### config.mk
export PLATFORM = sky130hd
export DESIGN_NAME = irq_ctrl8
export DESIGN_NICKNAME = d
export VERILOG_FILES = /design/src/rtl/irq8_pkg.sv /design/src/rtl/irq8_reqlatch.sv /design/src/rtl/irq8_resolver.sv /design/src/rtl/irq8_host.sv /design/src/rtl/irq_ctrl8.sv
export SDC_FILE = /design/constraint.sdc
export NUM_CORES = 1
export LEC_CHECK = 0
export BUFFER_PORTS_ARGS = -buffer_cell sky130_fd_sc_hd__buf_4
export CAP_MARGIN = 25
export CORE_UTILIZATION = 40
export DETAILED_ROUTE_END_ITERATION = 8
export SYNTH_ARGS = -nofsm -noshare
export SYNTH_HDL_FRONTEND = slang
export SYNTH_SLANG_ARGS = --single-unit
### constraint.sdc
create_clock -name clk -period 5.9 [get_ports clk]
set_input_delay 1.18 -clock clk [delete_from_list [all_inputs] [get_ports clk]]
set_output_delay 1.18 -clock clk [all_outputs]
set_load 0.01 [all_outputs]
### src/rtl/irq8_pkg.sv
package irq8_pkg;
  typedef enum logic [2:0] {
    ST_IDLE  = 3'd0,
    ST_W2    = 3'd1,
    ST_W3    = 3'd2,
    ST_W4    = 3'd3,
    ST_READY = 3'd4
  } init_st_e;

  typedef enum logic [2:0] {
    OP_ROT_AEOI_OFF = 3'b000,
    OP_NS_EOI       = 3'b001,
    OP_NOP          = 3'b010,
    OP_SP_EOI       = 3'b011,
    OP_ROT_AEOI_ON  = 3'b100,
    OP_ROT_NS_EOI   = 3'b101,
    OP_SET_LOW      = 3'b110,
    OP_ROT_SP_EOI   = 3'b111
  } ocw2_op_e;
endpackage

### src/rtl/irq8_reqlatch.sv
module irq8_reqlatch #(
  parameter int N = 8
) (
  input  logic         clk,
  input  logic         rst_n,
  input  logic         clr_all,
  input  logic         level_mode,
  input  logic [N-1:0] irq_in,
  input  logic [N-1:0] ack_clr,
  output logic [N-1:0] irr
);
  logic [N-1:0] irq_q;

  for (genvar i = 0; i < N; i++) begin : g_lvl
    always_ff @(posedge clk or negedge rst_n) begin
      if (!rst_n) begin
        irq_q[i] <= 1'b0;
        irr[i]   <= 1'b0;
      end else begin
        irq_q[i] <= irq_in[i];
        if (clr_all || ack_clr[i])
          irr[i] <= 1'b0;
        else if (level_mode)
          irr[i] <= irq_in[i];
        else if (irq_in[i] && !irq_q[i])
          irr[i] <= 1'b1;
      end
    end
  end
endmodule

### src/rtl/irq8_resolver.sv
module irq8_resolver #(
  parameter int N  = 8,
  parameter int LW = $clog2(N)
) (
  input  logic [N-1:0]  req,
  input  logic [N-1:0]  isr,
  input  logic          smm,
  input  logic [LW-1:0] lowest,
  output logic          grant_vld,
  output logic [LW-1:0] grant_lvl,
  output logic          top_isr_vld,
  output logic [LW-1:0] top_isr_lvl
);
  logic [LW-1:0] lv;
  logic          stop;

  // Walk levels from highest to lowest rank: lowest+1, lowest+2, ...
  always_comb begin
    grant_vld   = 1'b0;
    grant_lvl   = '0;
    top_isr_vld = 1'b0;
    top_isr_lvl = '0;
    stop        = 1'b0;
    lv          = '0;
    for (int k = 0; k < N; k++) begin
      lv = lowest + LW'(1) + LW'(k);
      if (!stop) begin
        if (isr[lv] && !smm) begin
          stop = 1'b1;
        end else if (req[lv] && !isr[lv]) begin
          stop      = 1'b1;
          grant_vld = 1'b1;
          grant_lvl = lv;
        end
      end
      if (!top_isr_vld && isr[lv]) begin
        top_isr_vld = 1'b1;
        top_isr_lvl = lv;
      end
    end
  end
endmodule

### src/rtl/irq8_host.sv
module irq8_host
  import irq8_pkg::*;
#(
  parameter int N  = 8,
  parameter int LW = $clog2(N),
  parameter int BW = 8 - LW
) (
  input  logic          clk,
  input  logic          rst_n,
  input  logic          wr_en,
  input  logic          a0,
  input  logic [7:0]    din,
  input  logic          isr_vld,
  input  logic [LW-1:0] isr_lvl,
  output logic          ready,
  output logic          init_pulse,
  output logic [N-1:0]  imr,
  output logic [BW-1:0] base,
  output logic          level_mode,
  output logic          aeoi,
  output logic          rot_aeoi,
  output logic          smm,
  output logic          poll,
  output logic          rsel_isr,
  output logic [N-1:0]  eoi_clr,
  output logic          rot_vld,
  output logic [LW-1:0] rot_lvl
);
  init_st_e st;
  logic     need_w4;
  logic     single;
  logic     ocw2_hit;
  logic     ocw3_hit;
  ocw2_op_e op;

  assign ready      = (st == ST_READY);
  assign init_pulse = wr_en && !a0 && din[4];
  assign ocw2_hit   = wr_en && !a0 && !din[4] && !din[3] && ready;
  assign ocw3_hit   = wr_en && !a0 && !din[4] &&  din[3] && ready;
  assign op         = ocw2_op_e'(din[7:5]);

  always_ff @(posedge clk or negedge rst_n) begin
    if (!rst_n) begin
      st         <= ST_IDLE;
      need_w4    <= 1'b0;
      single     <= 1'b1;
      imr        <= '0;
      base       <= '0;
      level_mode <= 1'b0;
      aeoi       <= 1'b0;
      rot_aeoi   <= 1'b0;
      smm        <= 1'b0;
      poll       <= 1'b0;
      rsel_isr   <= 1'b0;
    end else if (init_pulse) begin
      st         <= ST_W2;
      need_w4    <= din[0];
      single     <= din[1];
      level_mode <= din[3];
      imr        <= '0;
      aeoi       <= 1'b0;
      rot_aeoi   <= 1'b0;
      smm        <= 1'b0;
      poll       <= 1'b0;
      rsel_isr   <= 1'b0;
    end else if (wr_en && a0) begin
      unique case (st)
        ST_W2: begin
          base <= din[7:LW];
          if (!single)     st <= ST_W3;
          else if (need_w4) st <= ST_W4;
          else              st <= ST_READY;
        end
        ST_W3:    st <= need_w4 ? ST_W4 : ST_READY;
        ST_W4: begin
          aeoi <= din[1];
          st   <= ST_READY;
        end
        ST_READY: imr <= din[N-1:0];
        default:  st <= st;
      endcase
    end else if (ocw3_hit) begin
      if (din[6]) smm <= din[5];
      poll <= din[2];
      if (din[1]) rsel_isr <= din[0];
    end else if (ocw2_hit) begin
      if (op == OP_ROT_AEOI_ON)  rot_aeoi <= 1'b1;
      if (op == OP_ROT_AEOI_OFF) rot_aeoi <= 1'b0;
    end
  end

  always_comb begin
    eoi_clr = '0;
    rot_vld = 1'b0;
    rot_lvl = din[LW-1:0];
    if (ocw2_hit) begin
      unique case (op)
        OP_NS_EOI: if (isr_vld) eoi_clr[isr_lvl] = 1'b1;
        OP_SP_EOI: eoi_clr[din[LW-1:0]] = 1'b1;
        OP_ROT_NS_EOI: if (isr_vld) begin
          eoi_clr[isr_lvl] = 1'b1;
          rot_vld          = 1'b1;
          rot_lvl          = isr_lvl;
        end
        OP_ROT_SP_EOI: begin
          eoi_clr[din[LW-1:0]] = 1'b1;
          rot_vld              = 1'b1;
        end
        OP_SET_LOW: rot_vld = 1'b1;
        default: rot_vld = 1'b0;
      endcase
    end
  end
endmodule

### src/rtl/irq_ctrl8.sv
module irq_ctrl8
  import irq8_pkg::*;
#(
  parameter int N = 8
) (
  input  logic       clk,
  input  logic       rst_n,
  input  logic       cs_n,
  input  logic       rd_n,
  input  logic       wr_n,
  input  logic       a0,
  input  logic [7:0] din,
  output logic [7:0] dout,
  input  logic [7:0] irq_in,
  output logic       int_o,
  input  logic       inta
);
  localparam int LW = $clog2(N);
  localparam int BW = 8 - LW;

  logic          wr_en;
  logic          ready, init_pulse, level_mode, aeoi, rot_aeoi, smm, poll, rsel_isr;
  logic [N-1:0]  imr, irr, isr, eoi_clr, ack_clr, isr_set;
  logic [BW-1:0] base;
  logic          rot_vld;
  logic [LW-1:0] rot_lvl, lowest;
  logic          grant_vld, top_isr_vld;
  logic [LW-1:0] grant_lvl, top_isr_lvl;
  logic          ack_fire;
  logic [7:0]    rdata, vec;

  assign wr_en = !cs_n && !wr_n;

  irq8_host #(.N(N)) u_host (
    .clk(clk), .rst_n(rst_n), .wr_en(wr_en), .a0(a0), .din(din),
    .isr_vld(top_isr_vld), .isr_lvl(top_isr_lvl),
    .ready(ready), .init_pulse(init_pulse), .imr(imr), .base(base),
    .level_mode(level_mode), .aeoi(aeoi), .rot_aeoi(rot_aeoi), .smm(smm),
    .poll(poll), .rsel_isr(rsel_isr), .eoi_clr(eoi_clr),
    .rot_vld(rot_vld), .rot_lvl(rot_lvl)
  );

  irq8_reqlatch #(.N(N)) u_req (
    .clk(clk), .rst_n(rst_n), .clr_all(init_pulse), .level_mode(level_mode),
    .irq_in(irq_in[N-1:0]), .ack_clr(ack_clr), .irr(irr)
  );

  irq8_resolver #(.N(N)) u_res (
    .req(irr & ~imr), .isr(isr), .smm(smm), .lowest(lowest),
    .grant_vld(grant_vld), .grant_lvl(grant_lvl),
    .top_isr_vld(top_isr_vld), .top_isr_lvl(top_isr_lvl)
  );

  assign int_o    = ready && !poll && grant_vld;
  assign ack_fire = inta && int_o;

  always_comb begin
    ack_clr = '0;
    isr_set = '0;
    if (ack_fire) begin
      ack_clr[grant_lvl] = 1'b1;
      if (!aeoi) isr_set[grant_lvl] = 1'b1;
    end
  end

  always_ff @(posedge clk or negedge rst_n) begin
    if (!rst_n) begin
      isr    <= '0;
      lowest <= LW'(N - 1);
    end else if (init_pulse) begin
      isr    <= '0;
      lowest <= LW'(N - 1);
    end else begin
      isr <= (isr | isr_set) & ~eoi_clr;
      if (rot_vld)
        lowest <= rot_lvl;
      else if (ack_fire && aeoi && rot_aeoi)
        lowest <= grant_lvl;
    end
  end

  assign vec = {base, grant_lvl};

  always_comb begin
    if (a0)
      rdata = 8'(imr);
    else if (poll)
      rdata = {grant_vld, 4'b0000, 3'(grant_lvl)};
    else if (rsel_isr)
      rdata = 8'(isr);
    else
      rdata = 8'(irr);
  end

  assign dout = inta ? vec : rdata;

  logic unused_rd;
  assign unused_rd = rd_n;
endmodule

==> results, run 1 <==
- The run finished with clean final reports.
- By startpoint and endpoint, the worst setup path is classified as reg2out.
- The required arrival time at the worst endpoint is 4.72 ns.
- Entering global routing, the biggest net connects 52 pins.
- The count of buffering cells on the critical path with inverters included is 2.
- During placement, the flow inserted port buffers numbering 30.
- The nature of the critical path endpoint is an output pin.
- The first global-routing pass estimated 22,830 µm of wire.
- The die width is roughly 110 µm.
- The initialized floorplan defines 39 standard-cell rows.
- After synthesis, the share of flip-flops with an asynchronous set or reset is 1.000.
- The total count of max-transition violations in the final report is 0.
- The min-delay analysis places its worst path in the category reg2reg.
- A synthesized cell averages 9.158 µm².
- The CTS H-tree depth is 2.
- The transition at the pin with the smallest max-transition slack is 0.9062 ns.
- The number of global-route vias before repair came to about 4,200.
- Hold timing on the final database bottoms out at a slack of 0.4756 ns.
- The number of antenna repair diodes is 0.
- In this run the worst path has a maximum fanout of 36.
- The largest single stage delay on the critical path is ~0.60 ns.
- The relative slew slack is 0.3959.
- The synthesized netlist occupies a cell area of 0.004817 mm².
- In this run, synthesis inferred 0 flip-flops with an integrated enable.
- The largest family of logic cells by synthesized area is compound AO/OA/AOI/OAI gates.
- After clock tree synthesis, the flow added hold-fix buffers numbering 0.
- The portion of the post-synthesis area used by sequential elements is 0.2660.
- Of the total synthesized cell area, the portion taken by XOR and XNOR cells is 0.02000.
- The tool flagged a number of max-cap violations equal to 0.
- The first routing iteration left 356 violations.
- The synthesized-area fraction occupied by adder cells is 0.005195.
- After filler insertion, the fill cell instance count of the layout stands at 1,120.
- After detailed routing, the average wire length per cell comes to 20.66 µm.
- Of the cells placed in the final design, the portion with a size suffix greater than 1 is 0.2306.
- The CTS sink count is 51.
- Routability-driven placement finished with a final weighted congestion of 0.9273.
- Summed over all failing endpoints, the final setup total negative slack is 0 ns.
- The library cells used most frequently in the layout, excluding fill and tap cells, are 52 x nand2_1, 47 x dfrtp_1, 42 x nor2_1.
- The final route contains around 4,400 vias.
- The cell sitting at the root of the clock tree is a clkbuf_16.
- The number of setup violations in the final report is 0.
- The worst setup path is launched from a flip-flop.
- The number of nets handed over by synthesis was about 550.
- The number of buffers between clock root and the deepest sink is 2.
- The die is 111.7 µm tall.
- The die covers 0.01249 mm².
- The clock period could shrink to 5.771 ns.
- Broken down by cell family, the worst path's largest delay share belongs to simple AND/OR/NAND/NOR gates.
- STA puts the critical path data arrival time at 4.59 ns.
- The number of remaining DRC errors is 0.
- In the finished design, the share of the clock period the worst path needs comes to 0.9782.
- The average vias per placed instance is 6.358.
- The total half-perimeter wirelength after legalization and detailed placement is 10,830 µm.
- Global routing finished with a remaining overflow of 0.
- The compound-cell area share of the yosys netlist was 0.2668.
- The net total in the final layout is 566.
- The growth of design area from synthesis to finish is 9.896%.
- The library cell used most frequently in the layout, excluding fill and tap cells, is nand2_1.
- In the global route stage, overall resource usage came out at 0.2308.
- The post-synthesis cell type count is 84.
- The number of antenna violations at the first check in global routing is 0.
- The highest clock frequency the design can meet is around 170 MHz.
- The insertion delay of the later-clocked pin in the worst-skew pair is 0.30 ns.
- The core area is 0.01156 mm².
- The simple-gate share of the synthesized area is 0.2029.
- The main flop type after synthesis is dfrtp_1.
- The detail route stage leaves a number of antenna-violating nets equal to 0.
- Counting flops and latches in the post-synthesis netlist gives slightly above 50.
- Walking the worst path, the cells encountered are buf_6 > ha_2 > xor3_2 > mux2i_4 > a21oi_2 > a221oi_2 > nor2b_1 > and3_1 > mux4_2 > or2_1 > o21ai_0 > nand2_1 > buf_4.
- The number of buffers inserted to repair setup after CTS is 0.
- Setup repair after global routing left no endpoint under its margin.
- During synthesis, Yosys emitted a total of 0 warnings.
- TritonCTS built the clock tree.
- Counting the buffers created by CTS gives 5.
- The number of gates resized after cts is 1.
- Synthesis handed over a netlist of 526 instances.
- The number of hold violations in the final report came to 0.
- The initial utilization of the core area, before any placement, comes to 0.4165.
- The clock transition at the register clock pins on the worst setup and hold paths after CTS is around 0.080 ns.
- The first-pass detailed-route iteration total is 6.
- The clock skew after layout is 0.008341 ns.
- Of the post-synthesis cell area, the part taken by muxes is 0.1875.
- The cell type of the slowest stage on the worst timing path is xor3_2.
- Pin placement for this block handled 32 I/O pins.
- The final layout contains routed wiring with a total length of 14,150 µm.
## final cells by class
class | count | area (µm²) | share of cell area
Inverter | 22 | 82.58 | 0.01560
Timing Repair Buffer | 39 | 296.5 | 0.05602
Clock inverter | 3 | 28.78 | 0.005436
Clock buffer | 5 | 125.1 | 0.02364
Sequential cell | 51 | 1281 | 0.2420
Multi-Input combinational cell | 422 | 3301 | 0.6235
Tap cell | 143 | 178.9 | 0.03380
## per-stage QoR
stage                     cells    util  worst slack, ns  instance area (µm²)
after global placement      677  0.4429           0.3661                 5122
after global routing        685  0.4578          0.01133                 5294
after detailed placement    677  0.4429           0.3102                 5122
final                       685  0.4578           0.1288                 5294
after CTS                   685  0.4570         0.005384                 5285
after floorplan             526       -           0.8718                 4817
## cells by family (layout without fill, tap and decap cells)
| group | after synthesis | count (layout) |
|---|---|---|
| AND/OR/NAND/NOR | 189 | 189 |
| XOR/XNOR | 5 | 5 |
| adder cells (fa/ha/maj) | 2 | 2 |
| AO/OA/AOI/OAI | 167 | 167 |
| flip-flops | 51 | 51 |
| multiplexers | 59 | 59 |
| buffers and inverters | 53 | 69 |
## flip-flops by register name (all words and copies together) (netlist names), 3 cells and up
signal and cells:
u_host.imr 8, isr 8, u_req.irq_q 8, u_host.st 3, lowest 3, u_req.irr 8, u_host.base 5
## layer usage
metal,global-route usage,part of all wire,vias to the layer above
met3,0.02341,0.049,18
met1,0.3322,0.47,2145
li1,-,-,2045
met4,0.04865,0.013,0
met2,0.3752,0.47,147
met5,0,0,-
## cells in the mapped netlist (4+ instances only)
cell type	count	area share
or2_2	4	0.0052
nand2_1	52	0.041
dfrtp_1	47	0.24
mux2_1	6	0.014
a221oi_1	11	0.020
a21oi_1	28	0.029
and2_1	4	0.0052
o31ai_1	5	0.0078
clkbuf_1	18	0.014
a22o_1	8	0.015
nor2b_1	19	0.025
a211oi_1	16	0.025
nand2b_1	12	0.016
buf_4	4	0.0062
mux2i_1	13	0.027
nor3_1	17	0.018
nand3_1	8	0.0083
mux4_2	20	0.094
mux2_2	16	0.037
nor2_1	42	0.033
buf_6	4	0.0093
and3_1	4	0.0052
o21ai_0	31	0.032
buf_2	4	0.0042
a31oi_1	10	0.013
inv_1	19	0.015
a21boi_0	8	0.012
o32ai_1	4	0.0073
dfstp_2	4	0.022
nand3b_1	4	0.0062
a311oi_1	5	0.0091
## worst min-delay path, stage by stage (launching register included)
cell and delay [ns]:
dfstp_2 0.38, nand2_1 0.05, nand2_1 0.05
## path summary, 6_finish.rpt
| check | cells past startpoint | end | slack (ns) | startpoint |
|---|---|---|---|---|
| max | 13 | dout[1] | 0.13 | lowest[0] |
| min | 2 | u_host.single | 0.48 | u_host.single |
| max reg2reg | 12 | isr[7] | 1.43 | lowest[0] |
| min in group asynchronous | 1 | u_req.irq_q[1] | 0.91 | rst_n |
| min reg2reg | 2 | u_host.single | 0.48 | u_host.single |
| max in group asynchronous | 1 | isr[0] | 4.55 | rst_n |
Power of run 1 is left out: the tool's default activity adds up to more than one toggle a clock period on the data nets, which glitch-free logic cannot reach.
==> run 2: changes to the inputs <==
==> constraint.sdc (replaced) <==
create_clock -name clk -period 5 [get_ports clk]
set_input_delay 0.25 -clock clk [delete_from_list [all_inputs] [get_ports clk]]
set_output_delay 0.25 -clock clk [all_outputs]
set_load 0.01 [all_outputs]
==> run 2 against run 1 <==
Worst setup slack better by 0.083 ns. Via count is 1.3% higher. First-iteration DRC count rose by 17%. Final area rose by 0.21%. Count of clock-buffer cells in the layout is the same. Core utilization grew 0.097 points.
==> results, run 2 (synthesis gave the netlist of run 1 again) <==
- The top-level I/O count is 32 (unchanged).
- The net total in the final layout is 567 (+0.18%).
- STA classifies the critical path endpoint as an output pin.
- The die area is 0.01249 mm² (unchanged).
- The relative slew slack is 0.2662 (-0.1297).
- The clock transition at the register clock pins on the worst setup and hold paths after CTS is 0.07 ns (about the same).
- The share of cells above drive strength 1 is 0.2302 (-0.0004247).
- The die width is 111.7 µm (unchanged).
- The kind of path behind the tightest hold check is in2reg.
- For hold timing, the worst endpoint is u_req.irq_q[2].
- The layout filler cell count came to 1,122 (+0.18%).
- The first-pass GRT wire length came to 22,800 µm (-0.12%).
- The growth of design area from synthesis to finish is 10.13%.
- The total count of max-transition violations in the final report is 0 (unchanged).
- The largest net degree at the start of global routing is 52 (unchanged).
- The antenna violation net count after detailed routing is 0 (unchanged).
- The clock buffer count from CTS is 5 (unchanged).
- The hold-critical path depth is 1 (-1).
- Among all stages on the critical path, the largest delay is contributed by dfstp_2.
- The delay of the slowest critical-path stage is 0.57 ns (-0.03 ns).
- The total negative slack is 0 ns (unchanged).
- The number of remaining DRC errors is 0 (unchanged).
- The total number of placement rows came to 39 (unchanged).
- The transition at the pin with the smallest max-transition slack is 1.093 ns (+0.1867 ns).
- The worst flop-to-flop path endpoint is u_req.irr[5].
- The total via count in the routed design is 4,412 (+1.3%).
- The worst-path maximum fanout came to 17 (-53%).
- The height of the die is 111.7 µm (unchanged).
- The total wirelength of the detailed-routed design is 14,240 µm (+0.64%).
- The clock skew after layout is 0.006029 ns (-0.002312 ns).
- The total of max-cap violations is 0 (unchanged).
- The insertion delay of the later-clocked pin in the worst-skew pair is 0.30 ns (about the same).
- The depth of the most critical reg-to-reg path is 13 (+1).
- The number of hold violations in the final report is 0 (unchanged).
- The effective utilization at floorplan is 0.4165 (unchanged).
- The final instance area is 0.005305 mm² (+0.21%).
- The number of global-route vias before repair is 4,164 (+0.12%).
- The category of the most critical setup path is reg2out.
- The number of buffers between clock root and the deepest sink is 2 (unchanged).
- The number of buffers inserted to repair setup after CTS came to 0 (unchanged).
- The number of antenna violations at the first check in global routing was 0 (unchanged).
- The sequential cell area is 0.001281 mm² (unchanged).
- The placed standard-cell area is 0.005122 mm² (unchanged).
- The critical path goes through inv_2 > ha_1 > buf_4 > inv_2 > mux4_2 > a2bb2oi_2 > nand4_4 > nand2b_2 > o311ai_1 > o31ai_2 > a21oi_1 > nor2_1 > a221oi_1 > buf_4.
- The startpoint identified for the worst register-to-register timing path is lowest[0].
- The tree is rooted in a clkbuf_16.
- The CTS H-tree depth came to 2 (unchanged).
- Leaving out fill and tap cells, the most frequent cell in the layout is nand2_1.
- The required arrival time at the worst endpoint came to 4.75 ns (+0.03 ns).
- The startpoint kind of the worst setup timing path is a flip-flop.
- The post-detailed-route wirelength per cell was 20.76 µm (+0.50%).
- The final period demand of the worst path is 4.788 ns.
- The total half-perimeter wirelength after legalization and detailed placement is 10,840 µm (+0.12%).
- The top cell types in the final layout, fill and taps aside, are 52 x nand2_1, 47 x dfrtp_1, 42 x nor2_1.
- For this run, the top clock speed supported by timing is 208.9 MHz.
- The number of setup violations in the final report is 0 (unchanged).
- The number of antenna repair diodes is 0 (unchanged).
- The total track usage is 0.2315 (+0.0007140).
- The first-pass detailed-route iteration total came to 5 (-1).
- The DRC violation total after the first TritonRoute iteration is 417 (+17%).
- The CTS sink count is 51 (unchanged).
- The routability congestion estimate from global placement came to 0.9285 (+0.13%).
- The flow ran to the end, and the final reports show no timing, DRC or antenna violations.
- Setup repair after global routing left no endpoint under its margin.
- The number of input and output port buffers inserted is 30 (unchanged).
- The core area is 0.01156 mm² (unchanged).
- The remaining global-route overflow came to 0 (unchanged).
- TritonCTS built the clock tree.
- The post-place setup slack came to 0.5042 ns (+0.1940 ns).
- The average vias per placed instance came to 6.431 (+1.2%).
- The area occupied by multi-input gates came to 0.003306 mm² (+0.15%).
- The arrival time at the worst endpoint is 4.54 ns (-0.05 ns).
- Dividing the final minimum period by the clock period gives 0.9576.
- The worst hold path begins at irq_in[2].
- The final critical-path setup slack came to 0.2122 ns (+0.08346 ns).
- The setup slack of the most critical reg-to-reg path is 0.58 ns (-0.85 ns).
-- run 2: worst max-delay path by stage --
stage	start	to	slack, ns	depth (start not counted)
after floorplan	lowest[0]	dout[0]	0.90	15
after global placement	lowest[0]	dout[0]	0.55	14
after detailed placement	lowest[0]	dout[0]	0.50	14
after CTS	lowest[0]	dout[1]	0.17	13
after global routing	lowest[0]	dout[0]	0.0007	14
final	lowest[0]	dout[0]	0.21	14
-- run 2: area by class of cell --
cell class | count | area share
timing repair buffer | 40 | 0.05708
sequential | 51 | 0.2415
inverter | 22 | 0.01557
clock buffer | 5 | 0.02358
multi-input combinational | 422 | 0.6231
clock inverter | 3 | 0.005425
tap | 143 | 0.03373
-- run 2: worst max-delay path: cells and delay by family, from the launching register on --
family / cells / cell delay, ns
compound gates: 5 / 1.38
flops: 1 / 0.57
mux: 1 / 0.57
simple gates: 3 / 0.56
buf+inv: 4 / 0.76
fa+ha+maj: 1 / 0.38
-- run 2: timing repair --
action,in CTS,in global routing
gates resized for setup,0,3
endpoints found under the hold margin,1,0
hold buffers,1,0
setup endpoints to repair,0,2
-- run 2: layer usage --
layer	global-route usage	up-vias	wire, µm
li1	-	2051	-
met1	0.3331	2131	6552
met2	0.3648	199	6592
met3	0.02232	31	821
met4	0.07568	0	274
met5	0	-	0
-- run 2: per-stage QoR --
step	instances	util	hold WS, ns
after floorplan	526	-	-0.04559
after global placement	677	0.4429	0.3222
after detailed placement	677	0.4429	0.3227
after CTS	686	0.4571	0.05690
after global routing	686	0.4587	0.05409
final	686	0.4587	0.06108
Power of run 2 is left out for the same reason.
==> run 3: changes to the inputs <==
--- a/config.mk
+++ b/config.mk
@@ -5,10 +5,10 @@
 export SDC_FILE = /design/constraint.sdc
 export NUM_CORES = 1
 export LEC_CHECK = 0
-export BUFFER_PORTS_ARGS = -buffer_cell sky130_fd_sc_hd__buf_4
 export CAP_MARGIN = 25
 export CORE_UTILIZATION = 40
 export DETAILED_ROUTE_END_ITERATION = 8
+export DONT_BUFFER_PORTS = 1
 export SYNTH_ARGS = -nofsm -noshare
 export SYNTH_HDL_FRONTEND = slang
 export SYNTH_SLANG_ARGS = --single-unit
==> run 3 against run 2 <==
Flip-flop and latch count unchanged. Worst hold slack got worse by 0.027 ns. Worst setup slack improved by 0.019 ns. Register-to-register slack got worse by 0.03 ns. Die area unchanged. Global-route usage decreased by 0.26 points. Sequential share of layout area increased by 0.45 points. Final area decreased by 1.8%. Core utilization decreased by 0.83 points. Critical endpoint is now dout[1]. Largest cell class unchanged.
==> results, run 3 (synthesis gave the netlist of run 1 again) <==
- The antenna violation net count after detailed routing is 0 (unchanged).
- The height of the die is 111.7 µm (unchanged).
- The highest clock frequency the design can meet came to 209.7 MHz (+0.40%).
- The number of remaining DRC errors is 0 (unchanged).
- The area growth from synthesis to layout is 8.130%.
- STA classifies the critical path endpoint as an output pin.
- Leaving out fill and tap cells, the most frequent cell in the layout is nand2_1.
- Setup repair after global routing left no endpoint under its margin.
- The total number of placement rows is 39 (unchanged).
- The total of max-cap violations is 0 (unchanged).
- Leaving out fill and tap cells, the most frequent cells in the layout are 52 x nand2_1, 47 x dfrtp_1, 42 x nor2_1.
- The share of the clock period used by the worst path after layout is 0.9537 (-0.003842).
- TritonCTS built the clock tree.
- The count of placed standard cells including taps is 649 (-4.1%).
- The final period demand of the worst path is 4.769 ns (-0.01921 ns).
- The total negative slack was 0 ns (unchanged).
- The number of antenna repair diodes came to 0 (unchanged).
- The worst setup path is launched from a flip-flop.
- The net total in the final layout was 548 (-3.4%).
- The clock buffer count from CTS was 5 (unchanged).
- The worst-path maximum fanout is 35 (+18).
- The arrival time at the worst endpoint is 4.52 ns (-0.02 ns).
- The required arrival time at the worst endpoint is 4.75 ns (about the same).
- The CTS H-tree depth came to 2 (unchanged).
- The top-level I/O count is 32 (unchanged).
- The CTS sink count is 51 (unchanged).
- The DRC violation total after the first TritonRoute iteration is 377 (-9.6%).
- The first-pass detailed-route iteration total is 5 (unchanged).
- The effective utilization at floorplan is 0.4165 (unchanged).
- The number of buffers inserted to repair setup after CTS came to 0 (unchanged).
- The transition at the pin with the smallest max-transition slack came to 0.8987 ns (-0.1941 ns).
- The min-delay analysis places its worst path in the category in2reg.
- The number of standard cells in the final layout excluding fillers was 667 (-2.8%).
- The worst slack on hold paths came to 0.03451 ns (-0.02657 ns).
- The total via count in the routed design is 4,222 (-4.3%).
- The average vias per placed instance is 6.330 (-1.6%).
- The start of the worst register-to-register path is lowest[0].
- The number of input and output port buffers inserted is 0 (-100%).
- By startpoint and endpoint, the worst setup path is classified as reg2out.
- The number of hold violations in the final report is 0 (unchanged).
- The core area came to 0.01156 mm² (unchanged).
- The total count of max-transition violations in the final report came to 0 (unchanged).
- The layout filler cell count is 1,140 (+1.6%).
- The largest net degree at the start of global routing is 52 (unchanged).
- The first-pass GRT wire length was 22,570 µm (-1.0%).
- The post-detailed-route wirelength per cell came to 20.81 µm (+0.24%).
- The insertion delay of the later-clocked pin in the worst-skew pair is 0.30 ns (about the same).
- The number of global-route vias before repair is 4,093 (-1.7%).
- The number of antenna violations at the first check in global routing is 0 (unchanged).
- The run finished with clean final reports.
- In this run the most critical hold path is launched from din[1].
- The share of cells above drive strength 1 is 0.1870 (-0.04318).
- The die area is 0.01249 mm² (unchanged).
- The critical path starts at lowest[0].
- The relative slew slack is 0.4009 (+0.1347).
- The root buffer cell chosen for the clock tree is clkbuf_16.
- The routability congestion estimate from global placement is 0.9005 (-3.0%).
- The number of setup violations in the final report came to 0 (unchanged).
- The clock transition at the register clock pins on the worst setup and hold paths after CTS is 0.07 ns (about the same).
- The total track usage came to 0.2289 (-0.002575).
- The clock skew after layout is 0.006804 ns (+0.0007750 ns).
- The remaining global-route overflow is 0 (unchanged).
- The total half-perimeter wirelength after legalization and detailed placement is 10,520 µm (-2.9%).
- The total wirelength of the detailed-routed design came to 13,880 µm (-2.5%).
- The die width is 111.7 µm (unchanged).
- The number of buffers between clock root and the deepest sink came to 2 (unchanged).
- The setup slack of the most critical reg-to-reg path is 0.55 ns (-0.03 ns).
==> run 3: worst paths after layout <==
check,cells past startpoint,to
setup / recovery,12,dout[1]
hold / removal,2,u_host.single
setup reg to reg,12,u_req.irr[5]
hold reg to reg,2,u_host.single
max in group asynchronous,2,lowest[0]
min in group asynchronous,2,u_req.irq_q[1]
==> run 3: cell type report <==
class	count	area (µm²)	share of cell area
multi-input combinational	422	3297	0.6330
clock buffer	5	125.1	0.02402
clock inverter	3	31.28	0.006005
inverter	22	82.58	0.01585
sequential	51	1281	0.2460
tap	143	178.9	0.03435
timing repair buffer	21	212.7	0.04084
==> run 3: per-layer routing <==
layer  share of wire  vias to the layer above  GRT usage  wire length, µm
met5               0                        -          0                0
met4           0.011                        0    0.05495              157
met3           0.060                       17    0.03157              826
met2            0.46                      148     0.3718             6435
met1            0.47                     2051     0.3216             6460
li1                -                     2006          -                -
==> run 3: timing repair <==
action,CTS,global route
endpoints found under the hold margin,59,0
setup endpoints to repair,0,2
gates resized for setup,0,2
hold buffers,10,0
==> run 3: critical path: stages, from the launching register on <==
cell and delay [ns]:
dfstp_2 0.56, inv_2 0.04, ha_1 0.32, buf_12 0.22, mux4_2 0.64, mux2_2 0.35, nand2_1 0.21, nand4_4 0.15
nor4b_2 0.60, mux4_2 0.44, or2_1 0.37, o21ai_0 0.15, nand2_1 0.16
==> run 3: per-stage QoR <==
step	utilization	setup slack, ns	area (µm²)
5_1_grt	0.4504	0.04474	5209
6_report	0.4504	0.2315	5209
3_3_place_gp	0.4258	0.5896	4925
3_5_place_dp	0.4258	0.5197	4925
4_1_cts	0.4495	0.1773	5199
2_1_floorplan	-	0.9018	4817
Power of run 3 is left out for the same reason.
